<file path="config.mk">
export PLATFORM = sky130hd
export DESIGN_NAME = vp_unpack
export DESIGN_NICKNAME = d
export VERILOG_FILES = /design/src/rtl/vp_unpack_pkg.sv /design/src/rtl/vp_line_ctrl.sv /design/src/rtl/vp_lane_mux.sv /design/src/rtl/vp_line_count.sv /design/src/rtl/vp_unpack.sv
export SDC_FILE = /design/constraint.sdc
export NUM_CORES = 1
export LEC_CHECK = 0
export ABC_AREA = 1
export BUFFER_PORTS_ARGS = -buffer_cell sky130_fd_sc_hd__buf_2
export CORE_MARGIN = 10
export CORE_UTILIZATION = 45
export CTS_BUF_LIST = sky130_fd_sc_hd__clkbuf_2
export DETAILED_ROUTE_END_ITERATION = 6
export PLACE_DENSITY = 0.71
export SETUP_SLACK_MARGIN = 0.2
export SYNTH_ARGS = -nofsm -noshare
export SYNTH_HDL_FRONTEND = slang
export SYNTH_SLANG_ARGS = --single-unit
</file>
<file path="constraint.sdc">
create_clock -name clk_i -period 1.2 [get_ports clk_i]
set_input_delay 0.12 -clock clk_i [delete_from_list [all_inputs] [get_ports clk_i]]
set_output_delay 0.12 -clock clk_i [all_outputs]
set_load 0.01 [all_outputs]
</file>
<file path="src/rtl/vp_unpack_pkg.sv">
package vp_unpack_pkg;
  typedef enum logic [1:0] {
    FMT_RAW16 = 2'b00,
    FMT_YC422 = 2'b01,
    FMT_Y420  = 2'b10,
    FMT_C420  = 2'b11
  } vp_fmt_e;
endpackage

</file>
<file path="src/rtl/vp_line_ctrl.sv">
module vp_line_ctrl
  import vp_unpack_pkg::*;
(
  input  logic       clk_i,
  input  logic       rst_ni,
  input  logic       hd_i,
  input  logic       vd_i,
  input  logic       we_i,
  input  logic       we_mode_i,
  input  logic [1:0] fmt_i,
  output logic       hd_rise_o,
  output logic       qual_o,
  output vp_fmt_e    fmt_o,
  output logic       cr_ph_o
);
  logic    hd_q, wem_q, ph_q, wem_eff, chroma_fmt;
  vp_fmt_e fmt_q;

  assign hd_rise_o  = hd_i & ~hd_q;
  // modes take effect in the edge cycle itself
  assign wem_eff    = hd_rise_o ? we_mode_i : wem_q;
  assign fmt_o      = hd_rise_o ? vp_fmt_e'(fmt_i) : fmt_q;
  assign qual_o     = hd_i & vd_i & (~wem_eff | we_i);
  assign chroma_fmt = (fmt_o == FMT_YC422) || (fmt_o == FMT_C420);
  assign cr_ph_o    = hd_rise_o ? 1'b0 : ph_q;

  always_ff @(posedge clk_i or negedge rst_ni) begin
    if (!rst_ni) begin
      hd_q  <= 1'b0;
      wem_q <= 1'b0;
      fmt_q <= FMT_RAW16;
      ph_q  <= 1'b0;
    end else begin
      hd_q <= hd_i;
      if (hd_rise_o) begin
        wem_q <= we_mode_i;
        fmt_q <= vp_fmt_e'(fmt_i);
      end
      if (qual_o && chroma_fmt) ph_q <= ~cr_ph_o;
      else if (hd_rise_o)       ph_q <= 1'b0;
    end
  end
endmodule

</file>
<file path="src/rtl/vp_lane_mux.sv">
module vp_lane_mux
  import vp_unpack_pkg::*;
#(
  parameter int unsigned PIX_W = 8,
  localparam int unsigned WORD_W = 2 * PIX_W
) (
  input  logic              clk_i,
  input  logic              rst_ni,
  input  logic [WORD_W-1:0] data_i,
  input  logic              qual_i,
  input  vp_fmt_e           fmt_i,
  input  logic              cr_ph_i,
  output logic              valid_o,
  output logic [PIX_W-1:0]  luma_o,
  output logic [PIX_W-1:0]  chroma_o,
  output logic              cr_phase_o,
  output logic [WORD_W-1:0] raw_o
);
  logic [PIX_W-1:0] hi_byte, lo_byte;
  assign hi_byte = data_i[WORD_W-1:PIX_W];
  assign lo_byte = data_i[PIX_W-1:0];

  always_ff @(posedge clk_i or negedge rst_ni) begin
    if (!rst_ni) begin
      valid_o    <= 1'b0;
      luma_o     <= '0;
      chroma_o   <= '0;
      cr_phase_o <= 1'b0;
      raw_o      <= '0;
    end else begin
      valid_o    <= qual_i;
      luma_o     <= '0;
      chroma_o   <= '0;
      cr_phase_o <= 1'b0;
      raw_o      <= '0;
      if (qual_i) begin
        unique case (fmt_i)
          FMT_RAW16: raw_o <= data_i;
          FMT_YC422: begin
            luma_o     <= hi_byte;
            chroma_o   <= lo_byte;
            cr_phase_o <= cr_ph_i;
          end
          FMT_Y420:  luma_o <= hi_byte;
          FMT_C420: begin
            chroma_o   <= lo_byte;
            cr_phase_o <= cr_ph_i;
          end
          default: ;
        endcase
      end
    end
  end
endmodule

</file>
<file path="src/rtl/vp_line_count.sv">
module vp_line_count #(
  parameter int unsigned CNT_W = 12,
  localparam logic [CNT_W-1:0] CNT_MAX = '1
) (
  input  logic             clk_i,
  input  logic             rst_ni,
  input  logic             hd_rise_i,
  input  logic             qual_i,
  output logic [CNT_W-1:0] line_cnt_o,
  output logic             line_done_o
);
  logic [CNT_W-1:0] cnt_q;
  logic             seen_q;

  always_ff @(posedge clk_i or negedge rst_ni) begin
    if (!rst_ni) begin
      cnt_q       <= '0;
      seen_q      <= 1'b0;
      line_cnt_o  <= '0;
      line_done_o <= 1'b0;
    end else begin
      line_done_o <= hd_rise_i & seen_q;
      if (hd_rise_i) begin
        seen_q <= 1'b1;
        if (seen_q) line_cnt_o <= cnt_q;
        cnt_q <= qual_i ? CNT_W'(1) : '0;
      end else if (qual_i && cnt_q != CNT_MAX) begin
        cnt_q <= cnt_q + 1'b1;
      end
    end
  end
endmodule

</file>
<file path="src/rtl/vp_unpack.sv">
module vp_unpack
  import vp_unpack_pkg::*;
#(
  parameter int unsigned PIX_W = 8,
  parameter int unsigned CNT_W = 12,
  localparam int unsigned WORD_W = 2 * PIX_W
) (
  input  logic              clk_i,
  input  logic              rst_ni,
  input  logic [WORD_W-1:0] data_i,
  input  logic              hd_i,
  input  logic              vd_i,
  input  logic              we_i,
  input  logic              we_mode_i,
  input  logic [1:0]        fmt_i,
  output logic              valid_o,
  output logic [PIX_W-1:0]  luma_o,
  output logic [PIX_W-1:0]  chroma_o,
  output logic              cr_phase_o,
  output logic [WORD_W-1:0] raw_o,
  output logic [CNT_W-1:0]  line_cnt_o,
  output logic              line_done_o
);
  logic    hd_rise, qual, cr_ph;
  vp_fmt_e fmt_cur;

  vp_line_ctrl u_ctrl (
    .clk_i, .rst_ni, .hd_i, .vd_i, .we_i, .we_mode_i, .fmt_i,
    .hd_rise_o(hd_rise), .qual_o(qual), .fmt_o(fmt_cur), .cr_ph_o(cr_ph)
  );

  vp_lane_mux #(.PIX_W(PIX_W)) u_mux (
    .clk_i, .rst_ni, .data_i,
    .qual_i(qual), .fmt_i(fmt_cur), .cr_ph_i(cr_ph),
    .valid_o, .luma_o, .chroma_o, .cr_phase_o, .raw_o
  );

  vp_line_count #(.CNT_W(CNT_W)) u_cnt (
    .clk_i, .rst_ni, .hd_rise_i(hd_rise), .qual_i(qual),
    .line_cnt_o, .line_done_o
  );
endmodule

</file>
After elaboration in Yosys (flattened, before gate mapping)
Index checks and enable logic that the tools add are counted.
- bits in registers: 65
- latch bits: 0
- bits in writable memories: 0
- bits in read-only memories: 0
- output and inout port bits: 47
- word-level logic and storage cells: 49
- memories: 0
- add/subtract/negate cells: 1
- $mul: 0
- div/mod/pow operators: 0
- $lt $le $gt $ge: 0
- equal/unequal tests: 4
- shift-type cells: 0
- multiplexer cells: 15
- bitwise logic cells: 8
- reductions and logical operators: 8
- operator list (kind ; number):
    two-way mux 16 bit ; 2
    two-way mux 8 bit ; 4
    two-way mux 12 bit ; 2
    adder 12 x 1 -> 12 bit, second input constant ; 1
    != test 12 bit, second input constant ; 1
    two-way mux 1 bit ; 6
    bitwise AND 1 bit ; 4
    equality test 2 bit, second input constant ; 2
    OR reduction 2 bit ; 2
    NOT 1 bit ; 3
    equality test 2 x 1 -> 1 bit, second input constant ; 1
    logical AND 1 bit ; 2
    logical NOT 2 bit ; 1
    two-way mux 2 bit ; 1
    AND reduction 2 bit ; 1
    nonzero test 2 bit ; 1
    logical OR 1 bit ; 1
    bitwise OR 1 bit ; 1

Logic depth before layout (Yosys ltp)
Gate-level depths: netlist (run 1).
- word-level depth: 9
- depth in mapped cells: 9

Cells and area by module
Synthesis (run 1) repeated with hierarchy kept, for this count alone.
- cell total of the unflattened synthesis: 290
- area total of the unflattened synthesis: 2697.6 µm²
- modules (own cells, without submodules) (module ; times used ; cells each ; area each (µm²) ; seq. area each (µm²)):
    vp_line_count ; 1 ; 158 ; 1296.2 ; 650.6
    vp_lane_mux ; 1 ; 102 ; 1149.9 ; 850.8
    vp_line_ctrl ; 1 ; 30 ; 251.5 ; 125.1

Least setup slack after synthesis (run 1)
Ideal clock, no wire load.
- path type: flip-flop to flip-flop
- start: register u_cnt.cnt_q[0]
- end: register u_cnt.cnt_q[5]
- data arrival time: 1.160 ns
- setup slack: -0.077 ns
- stages on the path, launching flop included: 9
- path buffers: 1
- period minus slack after synthesis: 1.277 ns
- cell sequence: dfrtp_1 ha_1 nand2_2 nor2_4 nand3_2 nand3_2 buf_6 nand3_1 nand2_1
- cells in the longest elaborated chain, start to end: 3
- elaborated cells between the ends (all ways): 6
- RTL lines (what ; line ; RTL):
    start, declared ; vp_line_count.sv:12 ; logic [CNT_W-1:0] cnt_q;
    start signal, assigned ; vp_line_count.sv:26 ; cnt_q <= qual_i ? CNT_W'(1) : '0;
    start signal, assigned ; vp_line_count.sv:28 ; cnt_q <= cnt_q + 1'b1;
    adder 12 x 1 -> 12 bit / != test 12 bit (equally long branches) ; vp_line_count.sv:28, vp_line_count.sv:27 ;
    two-way mux 12 bit / logical AND 1 bit (equally long branches) ; vp_line_count.sv:27 ; end else if (qual_i && cnt_q != CNT_MAX) begin
    two-way mux 12 bit / nonzero test 2 bit (equally long branches) ; - ;
Parallel ways exist; a longest one is shown, timed or not. The select of a mux whose other input is x is not followed.
A chain may end at the register's enable or synchronous reset.

Final worst setup path (run 1)
- start: register u_cnt.cnt_q[1]
- end: register u_cnt.cnt_q[1]
Same word-level chain as after synthesis.

==> results of run 1 <==
[placed cells by master (no fill, tap or decap), drive strengths merged]
cell type      n
buf          124
dfrtp         65
o21ai         12
xor2           2
ha             1
dlygate4sd3   20
a21oi          2
nand3         30
and2           1
nor2          31
clkinvlp       1
nand4          1
nor3          22
bufinv         3
clkbuf        12
inv           39
clkinv         1
nand2         78
[worst max-delay path: cells and delay by family, from the launching register on]
family	cells	cell delay, ps
AND/OR/NAND/NOR	6	670
flip-flops	1	460
adder cells (fa/ha/maj)	1	190
buffers and inverters	1	60
[sequential cells by signal (all words and copies together) (netlist names)]
name / count
u_cnt.line_cnt_o: 12
u_ctrl.hd_q: 1
u_mux.valid_o: 1
u_ctrl.wem_q: 1
u_cnt.line_done_o: 1
u_ctrl.fmt_q: 2
u_mux.chroma_o: 8
u_cnt.seen_q: 1
u_mux.raw_o: 16
u_mux.cr_phase_o: 1
u_cnt.cnt_q: 12
u_ctrl.ph_q: 1
u_mux.luma_o: 8
[how the worst max path moves through the flow]
stage	end	slack, ps	start
2_1_floorplan	u_cnt.cnt_q[5]	-50	u_cnt.cnt_q[1]
3_3_place_gp	u_cnt.cnt_q[0]	-150	u_cnt.cnt_q[1]
3_5_place_dp	u_cnt.cnt_q[10]	-210	u_cnt.cnt_q[1]
4_1_cts	u_mux.raw_o[11]	-150	u_ctrl.hd_q
5_1_grt	u_cnt.cnt_q[1]	-300	u_ctrl.hd_q
6_report	u_cnt.cnt_q[1]	-200	u_cnt.cnt_q[1]
[layer usage]
layer	up-vias	track usage	part of all wire
li1	1221	-	-
met1	1262	0.168	0.36
met2	90	0.260	0.55
met3	15	0.0733	0.076
met4	0	0.0507	0.015
met5	-	0	0
[report_power, final]
| group | internal [W] | leakage [nW] | switching, W |
|---|---|---|---|
| combinational | 0.000470 | 1.48 | 0.000585 |
| clock | 0.000918 | 0.0927 | 0.000870 |
| sequential | 0.00229 | 0.880 | 0.0000651 |
[repair_timing]
item	4_1_cts	5_1_grt
setup buffers	14	10
resized for setup	31	64
gates cloned	3	2
endpoints found under the setup margin	109	110
pin swaps	19	8
endpoints found under the hold margin	101	1
[stage by stage]
stage	hold slack [ps]	cell area [um^2]
2_1_floorplan	-176	2920
3_3_place_gp	159	3530
3_5_place_dp	160	3530
4_1_cts	-56.3	4200
5_1_grt	-49.3	4620
6_report	-15.5	4620
[cell families after synthesis]
family / Yosys count / synth area share
simple gates: 161 / 0.293
flops: 65 / 0.590
fa+ha+maj: 1 / 0.00453
compound gates: 14 / 0.0281
buf+inv: 47 / 0.0780
xor+xnor: 2 / 0.00635
[final cells by class]
cell class / instances / area (um^2)
clock buffer: 10 / 50.0
timing repair buffer: 146 / 1250
fill: 337 / 1300
multi-input combinational: 180 / 1330
sequential: 65 / 1630
tap: 75 / 93.8
inverter: 38 / 153
clock inverter: 6 / 115
==> impl_metrics.json, run 1 <==
{
  "place_congestion": 0.866,
  "synthMostInstantiatedCell": "nand2_1",
  "fp.dieH_um": 98.3,
  "syn_to_final_growth_pct": 67.3,
  "slowest_delay_ps": 460,
  "final_layout_size_suffix_gt1_frac": 0.501,
  "ys_async_sr_fraction": 1.00,
  "cap_violations": 0,
  "ios": 71,
  "core_area_um2": 5920,
  "grt_pass1_wl_um": 12300,
  "syn_area_um2": 2760,
  "fin_ws_ps": -201,
  "drt-vias-per-instance": 4.98,
  "final_nets": 465,
  "required_ps": 1640,
  "fin_crit_sh": 1.17,
  "cts_tree": "yes",
  "hold_start": "we_mode_i",
  "antenna_cells": 0,
  "crit_fanout": 8,
  "rows": 28,
  "ys_ff_latch": 65,
  "syn_nets": 315,
  "crit_path_start_kind": "register",
  "critPathArrivalTime_ps": 1840,
  "worst_pin_slew_ps": 389,
  "gr-total-overflow": 0,
  "cp_slowest_cell": "dfrtp_1",
  "path_clk_slew_ps": 180,
  "ys_top_cells_by_area": "dfrtp_1 59%, nand2_1 9.5%, inv_1 4.9%",
  "start_util": 0.466,
  "clk_latency_ps": 520,
  "cts-root-buf": "clkbuf_2",
  "drc_errors": 0,
  "cp_cell_sequence": "ha_4 -> nand2_4 -> nor2_4 -> nand3_4 -> inv_2 -> nor2_4 -> nand3_1 -> nand2_1",
  "vias": 2588,
  "syn_inst": 290,
  "holdWs_ps": -15.5,
  "min_path_type": "input port to register",
  "dp_slack_ps": -215,
  "grt_max_degree": 66,
  "drtIter0Drc": 87,
  "wl_per_cell_um": 16.7,
  "leakage_nw": 2.46,
  "clockBufferDepth": 2,
  "grt_pass1_vias": 2617,
  "antenna_found_initial": 0,
  "period_minus_slack_ps": 1400,
  "hold_buffers": 20,
  "critPathKind": "register to register",
  "synth_ff_type": "dfrtp_1",
  "status": "finished, violations left",
  "crit_top_cell": "nor2_4",
  "ant_nets": 0,
  "yosysWarnings": 0,
  "syn_area_per_cell_um2": 9.51,
  "fmax_mhz": 714,
  "post-dp-hpwl_um": 4700,
  "numClockSinks": 65,
  "timing.rr.end": "u_cnt.cnt_q[1]",
  "finalWirelength_um": 8710,
  "reg2reg_slack_ps": -200,
  "hold_end": "u_ctrl.wem_q",
  "whs_path_depth": 4,
  "synth_edf_count": 0,
  "netlist_top_cells_count": "70 x nand2_1, 65 x dfrtp_1, 36 x inv_1",
  "timing.final.max_slew_violations": 0,
  "dieArea_um2": 9660,
  "dr.pass1.iters": 5,
  "rsz0062_at_grt": "yes",
  "power_density_nw_per_um2": 1130,
  "h-tree-depth": 3,
  "synth_top_cell_area_share": 0.590,
  "grt_usage": 0.155,
  "portBuffers": 70,
  "cts_buffers": 9,
  "ir_drop_mv": 1.08,
  "final_util": 0.780,
  "finClkSkew_ps": 44.5,
  "slew_headroom": 0.741,
  "synth.distinct_cells": 25,
  "failed_checks": "negative hold slack, negative setup slack",
  "r2r_start": "u_cnt.cnt_q[1]",
  "hold_viol": 1,
  "yosysTopAreaCell": "dfrtp_1",
  "post-place-cells": 455,
  "final_cells": 520,
  "tns_ps": -7110,
  "reg2regPathDepth": 8,
  "setup_violations": 62,
  "ys_seq_area_frac": 0.590,
  "dieWidth_um": 98.3,
  "crit_path_end_kind": "register",
  "p_total_w": 0.00520
}
No activity file was read; power rests on OpenSTA's default activity.
==> run 2, diff against run 1 <==
- PLACE_DENSITY: 0.71 -> 0.72
==> run 2 against run 1 <==
  * The flow still finishes with violations (negative hold slack, negative setup slack)
  * Critical path depth is 2 lower
  * Combinational power increased by 8%
  * Utilization increased by 1.5 points
  * Clock power is 16% lower
  * Die area did not move
  * Global-route usage is 0.38 points higher
  * Critical path type unchanged
  * Largest power group unchanged
  * Highest routed layer unchanged
==> impl_metrics.json, run 2 (synthesis gave the netlist of run 1 again) <==
{
  "gr-total-overflow": 0,
  "final_nets": 465,
  "cp_cell_sequence": "inv_4 -> nand2_8 -> o21ai_4 -> nand2_8 -> buf_4 -> nor3_2",
  "vias": 2567,
  "antenna_found_initial": 0,
  "slowest_delay_ps": 450,
  "multiInputGateArea_um2": 1360,
  "slew_headroom": 0.765,
  "path_delay_family": "flip-flops",
  "finClkSkew_ps": 26.8,
  "fin_ws_ps": -239,
  "layout_commonest_cell": "dfrtp_1",
  "fillerInstances": 347,
  "timing.final.max_slew_violations": 0,
  "setup_violations": 62,
  "cp_slowest_cell": "dfrtp_1",
  "grt_pass1_vias": 2671,
  "cap_violations": 0,
  "rsz0062_at_grt": "yes",
  "leakage_nw": 2.48,
  "clk_latency_ps": 510,
  "syn_to_final_growth_pct": 70.5,
  "finalWirelength_um": 8300,
  "final_layout_size_suffix_gt1_frac": 0.534,
  "crit_path_start_kind": "register",
  "hold_viol": 1,
  "drtIter0Drc": 149,
  "dr.pass1.iters": 4,
  "dieArea_um2": 9660,
  "seq_area_um2": 1630,
  "cts_tree": "yes",
  "required_ps": 1620,
  "drt-vias-per-instance": 4.95,
  "holdWs_ps": -60.9,
  "post-dp-hpwl_um": 4870,
  "period_minus_slack_ps": 1440,
  "whs_path_depth": 4,
  "hold_buffers": 19,
  "cp_num_buf_inv": 2,
  "power_density_nw_per_um2": 1060,
  "antenna_cells": 0,
  "path_clk_slew_ps": 190,
  "clockBufferDepth": 2,
  "critPathArrivalTime_ps": 1860,
  "post-place-cells": 449,
  "grt_usage": 0.159,
  "wl_per_cell_um": 16.0,
  "core_area_um2": 5920,
  "top_regs": "u_mux.raw_o: 16 flops, u_cnt.cnt_q: 12 flops, u_cnt.line_cnt_o: 12 flops",
  "final_cell_mix": "65 x dfrtp_1, 47 x nand2_1, 43 x buf_2",
  "portBuffers": 70,
  "cts-root-buf": "clkbuf_2",
  "fmax_mhz": 695,
  "ios": 71,
  "ant_nets": 0,
  "failed_checks": "negative hold slack, negative setup slack",
  "crit_fanout": 7,
  "start_util": 0.466,
  "h-tree-depth": 3,
  "top_register": "u_mux.raw_o",
  "critPathKind": "register to register",
  "place_congestion": 0.840,
  "dieWidth_um": 98.3,
  "numClockSinks": 65,
  "grt_max_degree": 66,
  "p_total_w": 0.00500,
  "largest_reg_flops": 16,
  "drc_errors": 0,
  "rows": 28,
  "worst_pin_slew_ps": 353,
  "min_path_type": "input port to register",
  "reg2regPathDepth": 6,
  "fp.dieH_um": 98.3,
  "final_cells": 519,
  "crit_top_cell": "nand2_8",
  "ir_drop_mv": 0.884,
  "crit_path_end_kind": "register",
  "final_util": 0.795,
  "status": "finished, violations left",
  "fin_crit_sh": 1.20,
  "grt_pass1_wl_um": 12500,
  "critical_path_cell_count": 6,
  "cts_buffers": 9
}
run 2: cell types whose count changed in the layout (fill, tap and decap cells not counted), moves of 3 or more:
cell / change
buf_2: -6
nand2_4: +3
nand2_2: -5
nand3_2: +6
o21ai_1: -3
nor3_2: +4
nand3_1: -4
nand3_4: -3
nor3_4: -3
buf_6: +10
nor2_2: +6
nor2_1: -7
run 2: metrics by stage:
stage | setup TNS, ps | setup slack, ps | cell area, um^2
5_1_grt | -14540 | -304 | 4700
3_3_place_gp | -2190 | -86.2 | 3500
3_5_place_dp | -4350 | -147 | 3500
2_1_floorplan | -455 | -47.4 | 2920
4_1_cts | -6240 | -155 | 4250
6_report | -9580 | -239 | 4700
run 2: worst min-delay path, delay by kind of cell:
| family | cells | cell delay (ps) |
|---|---|---|
| buffers and inverters | 2 | 130 |
| AND/OR/NAND/NOR | 2 | 180 |
run 2: repair_timing:
| action | in CTS | in global routing |
|---|---|---|
| setup endpoints to repair | 110 | 110 |
| endpoints found under the hold margin | 100 | 1 |
| resized for setup | 53 | 67 |
| buffers inserted | 18 | 13 |
| pin swaps | 16 | 11 |
| gates cloned | 3 | 2 |
run 2: power by group:
group	switching [W]	internal (W)	total, W
sequential	0.0000649	0.00229	0.00235
clock	0.000828	0.000687	0.00151
combinational	0.000596	0.000536	0.00113
total	0.00149	0.00351	0.00500
run 2: worst paths after layout:
path	from	end	slack [ps]
max in group asynchronous	rst_ni	u_ctrl.ph_q	760
max	u_ctrl.hd_q	u_mux.raw_o[3]	-240
min	we_mode_i	u_ctrl.wem_q	-60
min in group asynchronous	rst_ni	u_cnt.cnt_q[7]	130
min reg2reg	u_cnt.seen_q	u_cnt.seen_q	550
max reg2reg	u_ctrl.hd_q	u_mux.raw_o[3]	-240
run 2: routing by layer:
metal,track usage,wire length [um]
met5,0,0
met4,0.0386,227
met3,0.0973,812
met2,0.268,4310
met1,0.162,2950
run 2: cell type report:
| cell class | count | share of cell area |
|---|---|---|
| clock buffer | 10 | 0.0106 |
| clock inverter | 5 | 0.0173 |
| inverter | 38 | 0.0340 |
| multi-input combinational | 179 | 0.289 |
| sequential | 65 | 0.346 |
| tap | 75 | 0.0199 |
| timing repair buffer | 147 | 0.283 |
